`src/rtl/dram_pkg.sv`:
```
package dram_pkg;
    localparam int NBANK   = 4;
    localparam int ADDR_W  = 26;
    localparam int DATA_W  = 32;
    localparam int BE_W    = DATA_W / 8;
    localparam int MA_W    = 12;
    localparam int BASE_W  = 8;
    localparam int TMR_W   = 16;
    localparam int IDX_W   = 4;
    localparam int MIN_COL = 9;
    localparam int HOLE_LO = 'hA0000;
    localparam int HOLE_HI = 'hFFFFF;

    typedef enum logic [2:0] {
        ST_IDLE,
        ST_ROW,
        ST_COL,
        ST_PRE,
        ST_RCAS,
        ST_RRAS,
        ST_RHOLD
    } dstate_t;

    typedef struct packed {
        logic [1:0] rcd_rd;
        logic [1:0] rcd_wr;
        logic [1:0] rp;
        logic       cp;
        logic [1:0] cas_rd;
        logic       cas_wr;
        logic       ref_cr;
        logic [1:0] ref_rc;
        logic [1:0] ref_tail;
    } tim_t;

    function automatic logic [1:0] max2(input logic [1:0] a, input logic [1:0] b);
        return (a > b) ? a : b;
    endfunction
endpackage

```
`src/rtl/dram_cfg_regs.sv`:
```
module dram_cfg_regs
    import dram_pkg::*;
#(
    parameter int NB  = NBANK,
    parameter int IW  = IDX_W,
    parameter int BW  = BASE_W,
    parameter int TW  = TMR_W
) (
    input  logic                 clk,
    input  logic                 rst,
    input  logic                 cfg_sel,
    input  logic                 cfg_wr,
    input  logic [7:0]           cfg_wdata,
    output logic [7:0]           cfg_rdata,
    output logic [NB-1:0]        bank_en,
    output logic                 hole_excl,
    output logic [NB-1:0][1:0]   types,
    output logic [NB-1:0][BW-1:0] bases,
    output tim_t                 tim,
    output logic [TW-1:0]        period,
    output logic                 period_wr
);
    localparam int IDX_BASE = 6;
    localparam int NREG     = IDX_BASE + NB;

    logic [IW-1:0] idx;
    logic [7:0]    regs [NREG];

    always_ff @(posedge clk) begin
        if (rst) begin
            idx <= '0;
            for (int i = 0; i < NREG; i++) begin
                regs[i] <= ((i == 4) || (i == 5)) ? 8'hFF : 8'h00;
            end
        end else if (cfg_wr) begin
            if (!cfg_sel) begin
                idx <= cfg_wdata[IW-1:0];
            end else begin
                for (int i = 0; i < NREG; i++) begin
                    if (idx == IW'(i)) regs[i] <= cfg_wdata;
                end
            end
        end
    end

    always_comb begin
        cfg_rdata = '0;
        for (int i = 0; i < NREG; i++) begin
            if (idx == IW'(i)) cfg_rdata = regs[i];
        end
    end

    assign period_wr = cfg_wr && cfg_sel && ((idx == IW'(4)) || (idx == IW'(5)));
    assign period    = TW'({regs[5], regs[4]});

    assign bank_en   = regs[0][NB-1:0];
    assign hole_excl = regs[0][4];

    generate
        for (genvar b = 0; b < NB; b++) begin : g_bank_fields
            assign types[b] = regs[1][2*b +: 2];
            assign bases[b] = regs[IDX_BASE + b][BW-1:0];
        end
    endgenerate

    assign tim.rcd_rd   = regs[2][1:0];
    assign tim.rcd_wr   = regs[2][3:2];
    assign tim.rp       = regs[2][5:4];
    assign tim.cp       = regs[2][6];
    assign tim.cas_rd   = regs[3][1:0];
    assign tim.cas_wr   = regs[3][2];
    assign tim.ref_cr   = regs[3][3];
    assign tim.ref_rc   = regs[3][5:4];
    assign tim.ref_tail = regs[3][7:6];

    logic unused_bits;
    assign unused_bits = ^{regs[0][7:5], regs[2][7]};
endmodule

```
`src/rtl/dram_ref_timer.sv`:
```
module dram_ref_timer
    import dram_pkg::*;
#(
    parameter int TW = TMR_W
) (
    input  logic          clk,
    input  logic          rst,
    input  logic [TW-1:0] period,
    input  logic          restart,
    input  logic          taken,
    output logic          pend
);
    logic [TW-1:0] cnt;

    always_ff @(posedge clk) begin
        if (rst) begin
            cnt  <= '1;
            pend <= 1'b0;
        end else begin
            if (taken) pend <= 1'b0;
            if (restart) begin
                cnt <= period;
            end else if (cnt == '0) begin
                cnt  <= period;
                pend <= 1'b1;
            end else begin
                cnt <= cnt - 1'b1;
            end
        end
    end

    AST_PEND_FROM_ZERO: assert property (@(posedge clk) disable iff (rst)
        $rose(pend) |-> ($past(cnt) == '0));
endmodule

```
`src/rtl/dram_bank_map.sv`:
```
module dram_bank_map
    import dram_pkg::*;
#(
    parameter int NB = NBANK,
    parameter int AW = ADDR_W,
    parameter int BW = BASE_W,
    parameter int MW = MA_W
) (
    input  logic [AW-1:0]          addr,
    input  logic [NB-1:0]          bank_en,
    input  logic                   hole_excl,
    input  logic [NB-1:0][1:0]     types,
    input  logic [NB-1:0][BW-1:0]  bases,
    output logic                   hit,
    output logic [NB-1:0]          sel,
    output logic [MW-1:0]          row,
    output logic [MW-1:0]          col
);
    localparam int WA_W = AW - 2;

    logic [NB-1:0] match;
    logic [NB-1:0] first;
    logic [1:0]    typ;
    logic          in_hole;
    logic [WA_W-1:0] wa;
    logic [WA_W-1:0] cmask;
    logic [3:0]    cbits;

    generate
        for (genvar b = 0; b < NB; b++) begin : g_match
            logic [BW-1:0] mask;
            assign mask     = {BW{1'b1}} << (4'd2 + {1'b0, types[b], 1'b0});
            assign match[b] = bank_en[b] &&
                              (((addr[AW-1 -: BW] ^ bases[b]) & mask) == '0);
        end
    endgenerate

    always_comb begin
        first = '0;
        typ   = '0;
        for (int b = NB - 1; b >= 0; b--) begin
            if (match[b]) begin
                first    = '0;
                first[b] = 1'b1;
                typ      = types[b];
            end
        end
    end

    assign in_hole = hole_excl && (addr >= AW'(HOLE_LO)) && (addr <= AW'(HOLE_HI));
    assign sel     = in_hole ? '0 : first;
    assign hit     = |sel;

    assign wa    = addr[AW-1:2];
    assign cbits = 4'(MIN_COL) + {2'b00, typ};
    assign cmask = ~({WA_W{1'b1}} << cbits);
    assign col   = MW'(wa & cmask);
    assign row   = MW'((wa >> cbits) & cmask);

    logic unused_lsb;
    assign unused_lsb = ^addr[1:0];
endmodule

```
`src/rtl/dram_ctrl.sv`:
```
module dram_ctrl
    import dram_pkg::*;
#(
    parameter int NB = NBANK,
    parameter int AW = ADDR_W,
    parameter int DW = DATA_W,
    parameter int MW = MA_W,
    parameter int TW = TMR_W
) (
    input  logic           clk,
    input  logic           rst,
    input  logic           req,
    input  logic           req_we,
    input  logic [AW-1:0]  req_addr,
    input  logic [DW/8-1:0] req_be,
    input  logic [DW-1:0]  req_wdata,
    output logic           ack,
    output logic [DW-1:0]  rdata,
    input  logic           cfg_sel,
    input  logic           cfg_wr,
    input  logic [7:0]     cfg_wdata,
    output logic [7:0]     cfg_rdata,
    output logic [MW-1:0]  ma,
    output logic [NB-1:0]  ras_n,
    output logic [DW/8-1:0] cas_n,
    output logic           we_n,
    output logic [DW-1:0]  md_out,
    output logic           md_oe,
    input  logic [DW-1:0]  md_in
);
    localparam int LANES = DW / 8;

    logic [NB-1:0]          bank_en;
    logic                   hole_excl;
    logic [NB-1:0][1:0]     types;
    logic [NB-1:0][BASE_W-1:0] bases;
    tim_t                   tim;
    logic [TW-1:0]          period;
    logic                   period_wr;
    logic                   ref_pend;
    logic                   ref_taken;
    logic                   map_hit;
    logic [NB-1:0]          map_sel;
    logic [MW-1:0]          map_row, map_col;

    dram_cfg_regs #(.NB(NB), .IW(IDX_W), .BW(BASE_W), .TW(TW)) u_regs (
        .clk(clk), .rst(rst), .cfg_sel(cfg_sel), .cfg_wr(cfg_wr),
        .cfg_wdata(cfg_wdata), .cfg_rdata(cfg_rdata), .bank_en(bank_en),
        .hole_excl(hole_excl), .types(types), .bases(bases), .tim(tim),
        .period(period), .period_wr(period_wr)
    );

    dram_ref_timer #(.TW(TW)) u_timer (
        .clk(clk), .rst(rst), .period(period), .restart(period_wr),
        .taken(ref_taken), .pend(ref_pend)
    );

    dram_bank_map #(.NB(NB), .AW(AW), .BW(BASE_W), .MW(MW)) u_map (
        .addr(req_addr), .bank_en(bank_en), .hole_excl(hole_excl),
        .types(types), .bases(bases), .hit(map_hit), .sel(map_sel),
        .row(map_row), .col(map_col)
    );

    dstate_t    state, state_nxt;
    logic [1:0] cnt, cnt_nxt;
    logic [1:0] pre_len;
    logic       accept;

    logic [NB-1:0]    sel_q;
    logic [MW-1:0]    row_q, col_q;
    logic             we_q;
    logic [LANES-1:0] be_q;
    logic [DW-1:0]    wdata_q;
    logic             ack_q;
    logic [DW-1:0]    rdata_q;

    assign pre_len   = max2(tim.rp, {1'b0, tim.cp});
    assign ref_taken = (state == ST_IDLE) && ref_pend;
    assign accept    = (state == ST_IDLE) && !ref_pend && req && !ack_q;

    // state register
    always_ff @(posedge clk) begin
        if (rst) begin
            state <= ST_IDLE;
            cnt   <= '0;
        end else begin
            state <= state_nxt;
            cnt   <= cnt_nxt;
        end
    end

    // next state
    always_comb begin
        state_nxt = state;
        cnt_nxt   = (cnt == '0) ? '0 : cnt - 1'b1;
        unique case (state)
            ST_IDLE: begin
                if (ref_pend) begin
                    state_nxt = ST_RCAS;
                    cnt_nxt   = {1'b0, tim.ref_cr};
                end else if (accept && map_hit) begin
                    state_nxt = ST_ROW;
                    cnt_nxt   = req_we ? tim.rcd_wr : tim.rcd_rd;
                end
            end
            ST_ROW: if (cnt == '0) begin
                state_nxt = ST_COL;
                cnt_nxt   = we_q ? {1'b0, tim.cas_wr} : tim.cas_rd;
            end
            ST_COL: if (cnt == '0) begin
                state_nxt = ST_PRE;
                cnt_nxt   = pre_len;
            end
            ST_PRE: if (cnt == '0) begin
                state_nxt = ST_IDLE;
            end
            ST_RCAS: if (cnt == '0) begin
                state_nxt = ST_RRAS;
                cnt_nxt   = tim.ref_rc;
            end
            ST_RRAS: if (cnt == '0) begin
                state_nxt = ST_RHOLD;
                cnt_nxt   = tim.ref_tail;
            end
            ST_RHOLD: if (cnt == '0) begin
                state_nxt = ST_PRE;
                cnt_nxt   = pre_len;
            end
            default: state_nxt = ST_IDLE;
        endcase
    end

    // request capture and completion
    always_ff @(posedge clk) begin
        if (rst) begin
            sel_q   <= '0;
            row_q   <= '0;
            col_q   <= '0;
            we_q    <= 1'b0;
            be_q    <= '0;
            wdata_q <= '0;
            ack_q   <= 1'b0;
            rdata_q <= '0;
        end else begin
            ack_q <= 1'b0;
            if (accept) begin
                if (map_hit) begin
                    sel_q   <= map_sel;
                    row_q   <= map_row;
                    col_q   <= map_col;
                    we_q    <= req_we;
                    be_q    <= req_be;
                    wdata_q <= req_wdata;
                end else begin
                    ack_q   <= 1'b1;
                    rdata_q <= '0;
                end
            end
            if ((state == ST_COL) && (cnt == '0)) begin
                ack_q <= 1'b1;
                if (!we_q) rdata_q <= md_in;
            end
        end
    end

    // outputs
    always_comb begin
        ras_n  = '1;
        cas_n  = '1;
        we_n   = 1'b1;
        ma     = '0;
        md_oe  = 1'b0;
        unique case (state)
            ST_ROW: begin
                ras_n = ~sel_q;
                ma    = row_q;
            end
            ST_COL: begin
                ras_n = ~sel_q;
                cas_n = ~be_q;
                ma    = col_q;
                we_n  = ~we_q;
                md_oe = we_q;
            end
            ST_RCAS: cas_n = '0;
            ST_RRAS: begin
                ras_n = '0;
                cas_n = '0;
            end
            ST_RHOLD: ras_n = '0;
            default: ;
        endcase
    end

    assign md_out = wdata_q;
    assign ack    = ack_q;
    assign rdata  = rdata_q;

    AST_ONE_BANK: assert property (@(posedge clk) disable iff (rst)
        (ras_n != '0) |-> $onehot0(~ras_n));
    AST_NO_DISABLED_RAS: assert property (@(posedge clk) disable iff (rst)
        (ras_n != '0) |-> ((~ras_n & ~bank_en) == '0));
    AST_ACK_PULSE: assert property (@(posedge clk) disable iff (rst)
        ack |=> !ack);
    AST_PRECHARGE: assert property (@(posedge clk) disable iff (rst)
        (($past(ras_n) != '1) && (ras_n == '1)) |=> (ras_n == '1));
    AST_CBR_ORDER: assert property (@(posedge clk) disable iff (rst)
        ($fell(ras_n[0]) && (ras_n == '0)) |-> ($past(cas_n) == '0));
    AST_REFRESH_FIRST: assert property (@(posedge clk) disable iff (rst)
        ((state == ST_IDLE) && ref_pend) |=> ((cas_n == '0) && (ras_n == '1)));
endmodule

```
`config.mk`:
```
export PLATFORM = sky130hd
export DESIGN_NAME = dram_ctrl
export DESIGN_NICKNAME = d
export VERILOG_FILES = /design/src/rtl/dram_pkg.sv /design/src/rtl/dram_cfg_regs.sv /design/src/rtl/dram_ref_timer.sv /design/src/rtl/dram_bank_map.sv /design/src/rtl/dram_ctrl.sv
export SDC_FILE = /design/constraint.sdc
export NUM_CORES = 1
export LEC_CHECK = 0
export BUFFER_PORTS_ARGS = -buffer_cell sky130_fd_sc_hd__clkbuf_2
export CAP_MARGIN = 20
export CORE_MARGIN = 4
export CORE_UTILIZATION = 45
export DETAILED_ROUTE_END_ITERATION = 7
export GPL_TIMING_DRIVEN = 0
export PLACE_DENSITY = 0.7
export SLEW_MARGIN = 10
export SYNTH_ARGS = -nofsm -noshare
export SYNTH_HDL_FRONTEND = slang
export SYNTH_SLANG_ARGS = --single-unit
```
`constraint.sdc`:
```
create_clock -name clk -period 3.18 [get_ports clk]
set_input_delay 0.477 -clock clk [delete_from_list [all_inputs] [get_ports clk]]
set_output_delay 0.477 -clock clk [all_outputs]
set_load 0.005 [all_outputs]
```
==> key figures <==
Global route
  • Initial antenna violation count: 0
  • Largest net degree at the start of global routing: 14
  • First-pass GRT wire length: around 45000 um
  • Global Route Usage Sum: between 20% and 30%
  • Vias in the first global route: 8299
  • Total grt overflow: 0

STA
  • Worst slew pin tran: 1.098 ns
  • Min Tclk post-route: slightly above 3 ns
  • Final Hold Fails: 0
  • Max-slew headroom: between 20% and 30%
  • Final setup vio count: 0
  • Final hold slack: about 0.18 ns
  • Final clock skew: approximately 0.015 ns
  • Total negative slack: 0 ns
  • Achievable Freq: 322.1 MHz
  • Slew Limit Fails: 0
  • Final period utilization: about 98%

CTS
  • H-tree depth: 1
  • CTS buffer count: 23
  • CTS Root Cell: clkbuf_16
  • CTS tree: built
  • Clock sink count: roughly 200
  • Clk slew on worst S/H paths: 0.06 ns
  • Latest clock arrival within the worst-skew pair: approximately 0.52 ns
  • CTS max path bufs: 3

Synth
  • Post-synth top flop: dfxtp_1
  • Synth area leader: dfxtp_1
  • Post-synthesis net count: between 1000 and 1500
  • Post-synthesis cell type count: 62
  • Mapped Avg Cell Area: 9.123 um2
  • FFs w/ async S/R, synth: 0%
  • Mapped cell area: about 9700 um2
  • Sequential-to-total area share from yosys stat: around half
  • Post-synth EDFFs: 80
  • Synth Instances: between 1000 and 1500
  • Yosys reg bits: between 200 and 250
  • Share of the synthesized area in the top cell type: about a quarter
  • Top cells by area, synth: dfxtp_1, edfxtp_1, nand2_1
  • Synth warn: 0

Critical path
  • Critical path required time: between 3 and 4 ns
  • CP startpoint kind: flip-flop
  • Kind of end point of the critical path: flip-flop
  • Critical Path AT: 3.47 ns
  • Setup CP Type: reg -> reg
  • CP max FO: 11

Drt
  • DRT Pass-1 Iters: 6
  • DR vias: around 8900
  • Via/cell ratio: 5.612
  • Final WL: between 20000 and 30000 um
  • First DRT Iteration DRCs: 781
  • # DRC: 0
  • Post-DRT Antenna Nets: 0
  • WL/cell: 18.64 um

Placement
  • IO buf count: roughly 190
  • Placer's final routability congestion estimate: between 0.9 and 1
  • Detailed placement HPWL: between 20000 and 25000 um

Die
  • Row Count: 53
  • Die W: approximately 150 um
  • Die Y: approximately 150 um
  • Full die area: roughly 24000 um2
  • IO Pins: roughly 200
  • Core Region: between 20000 and 25000 um2
  • Initial core utilization: 45.77%

Min path
  • Worst hold path class: in -> reg

Power
  • Cell Pwr Density: 571.9 nW/um2
  • Leak pwr: 4.582 nW
  • Design Power: around 6.9 mW
  • Max IR drop VDD: around 0.00046 V

Final layout
  • Nets: around 1400
  • Layout cells sized above 1: a little under a quarter
  • Inserted Diodes: 0
  • P&R area growth vs syn: 24.64%

Flow run
  • Max_cap viols: 0

Run status
  • Outcome: finished clean
[final timing paths]
path                            slack (ns)                       startpoint  cells past startpoint                 endpoint
worst max-delay path                  0.07  u_regs.regs[8][2]$_SDFFCE_PN0P_                     13    row_q[8]$_SDFFE_PP0N_
worst min-delay path                  0.18                        md_in[10]                      3     rdata[10]$_SDFF_PP0_
worst max register to register        0.07  u_regs.regs[8][2]$_SDFFCE_PN0P_                     13    row_q[8]$_SDFFE_PP0N_
worst min register to register        0.45          md_out[25]$_SDFFE_PP0N_                      2  md_out[25]$_SDFFE_PP0N_
[synth_stat cells (11+ instances only)]
cell type	instances
mux2i_1	11
o22ai_1	13
inv_1	11
o21ai_0	31
nand3_1	47
nand2_1	192
clkbuf_1	54
edfxtp_1	80
xnor2_1	18
o211ai_1	17
or3_1	20
nor3_1	17
and2_1	66
xor2_1	19
dfxtp_1	124
nor2_1	75
a21oi_1	101
a22oi_1	32
[kinds of logic after synthesis]
logic type                 count (synthesis)  synth area share [%]
AOI/OAI and AO/OA                        235                 15.14
DFF                                      204                 50.61
muxes                                     26                 3.747
buffers and inverters                     85                 3.746
adders and majority gates                  6                0.7778
and+or+nand+nor                          465                 22.62
xor gates and xnor gates                  37                 3.358
[report_power, final]
group | switching (mW) | total [mW] | internal, mW | leakage (nW)
clock | 1.07 | 2.73 | 1.66 | 0.378
combinational | 0.736 | 1.16 | 0.428 | 2.42
sequential | 0.115 | 2.99 | 2.87 | 1.78
total | 1.92 | 6.88 | 4.96 | 4.58
[state kept, by name, summed over array words and instances, names as in the netlist]
signal,cells
row_q,12
col_q,12
ack,1
sel_q,4
be_q,4
cnt,2
u_timer.pend,1
md_out,32
we_q,1
u_regs.idx,4
u_regs.regs,80
u_timer.cnt,16
rdata,32
state,3
[what timing repair did]
| item | in CTS | in global routing |
|---|---|---|
| setup endpoints to repair | 61 | 58 |
| setup buffers | 5 | 8 |
| cloned | 0 | 0 |
| hold buffers | 0 | 0 |
| gates resized for setup | 15 | 28 |
| pin swaps | 5 | 9 |
[cell type report]
| class | instances | area, um2 |
|---|---|---|
| inverters | 11 | 46.29 |
| clock inverters | 9 | 100.1 |
| well taps | 275 | 344.1 |
| plain buffers | 70 | 327.8 |
| fillers | 1915 | 9057 |
| repair buffers | 213 | 1099 |
| multi-input cells | 769 | 4539 |
| clock buffers | 33 | 684.4 |
| flip-flops and latches | 204 | 4890 |
[cells in the final DEF (no fill, tap or decap), drive strengths merged, types with 3 or more instances in the layout]
cell type	synthesis	layout
mux4	7	7
nor4	6	6
nor3b	4	4
nand4	8	8
edfxtp	80	80
a31oi	3	3
or3	20	20
xor2	19	19
nand2b	5	5
mux2	8	8
o211ai	17	17
nor2	75	75
mux2i	11	11
and3	4	4
nor3	17	17
o31ai	4	4
o22ai	13	13
a22oi	32	32
clkbuf	54	278
o21ai	36	36
dfxtp	124	124
nand3	47	47
a21oi	101	101
buf	20	38
and2	67	67
ha	6	6
nand2	192	192
nor2b	9	9
inv	11	12
clkinv	0	4
or2	4	4
a222oi	6	6
a32oi	3	3
xnor2	18	18
a311o	3	3
[routing by layer]
layer	routed length, um	share of wire, %	global-route usage (%)	vias up
met5	0	0	0	-
met4	834	2.8	6.770	0
met3	2488	8.4	3.973	69
met2	14060	48	39.23	438
met1	12140	41	30.98	4154
li1	-	-	-	4229
[stage by stage]
step                utilization, %  worst slack, ns  cell area (um2)  instances
detailed placement           52.17          -0.3589            11000       1529
global placement             52.06          -0.3087            10980       1526
finish                       57.05          0.07498            12030       1584
global route                 57.05         -0.01115            12030       1584
floorplan                        -          0.02802             9669       1058
CTS                          56.37         0.003714            11890       1574
[worst max-delay path, cell delays in order, from the launching register on]
cell	delay, ns
edfxtp_1	0.43
xnor2_1	0.16
a21o_1	0.19
a31oi_2	0.23
o21ai_0	0.11
a211o_1	0.26
and2_4	0.13
buf_6	0.14
buf_12	0.15
ha_4	0.26
inv_6	0.08
mux4_2	0.54
o22ai_1	0.19
a21oi_1	0.08
Note: power is estimated with default switching activity, not from simulation.
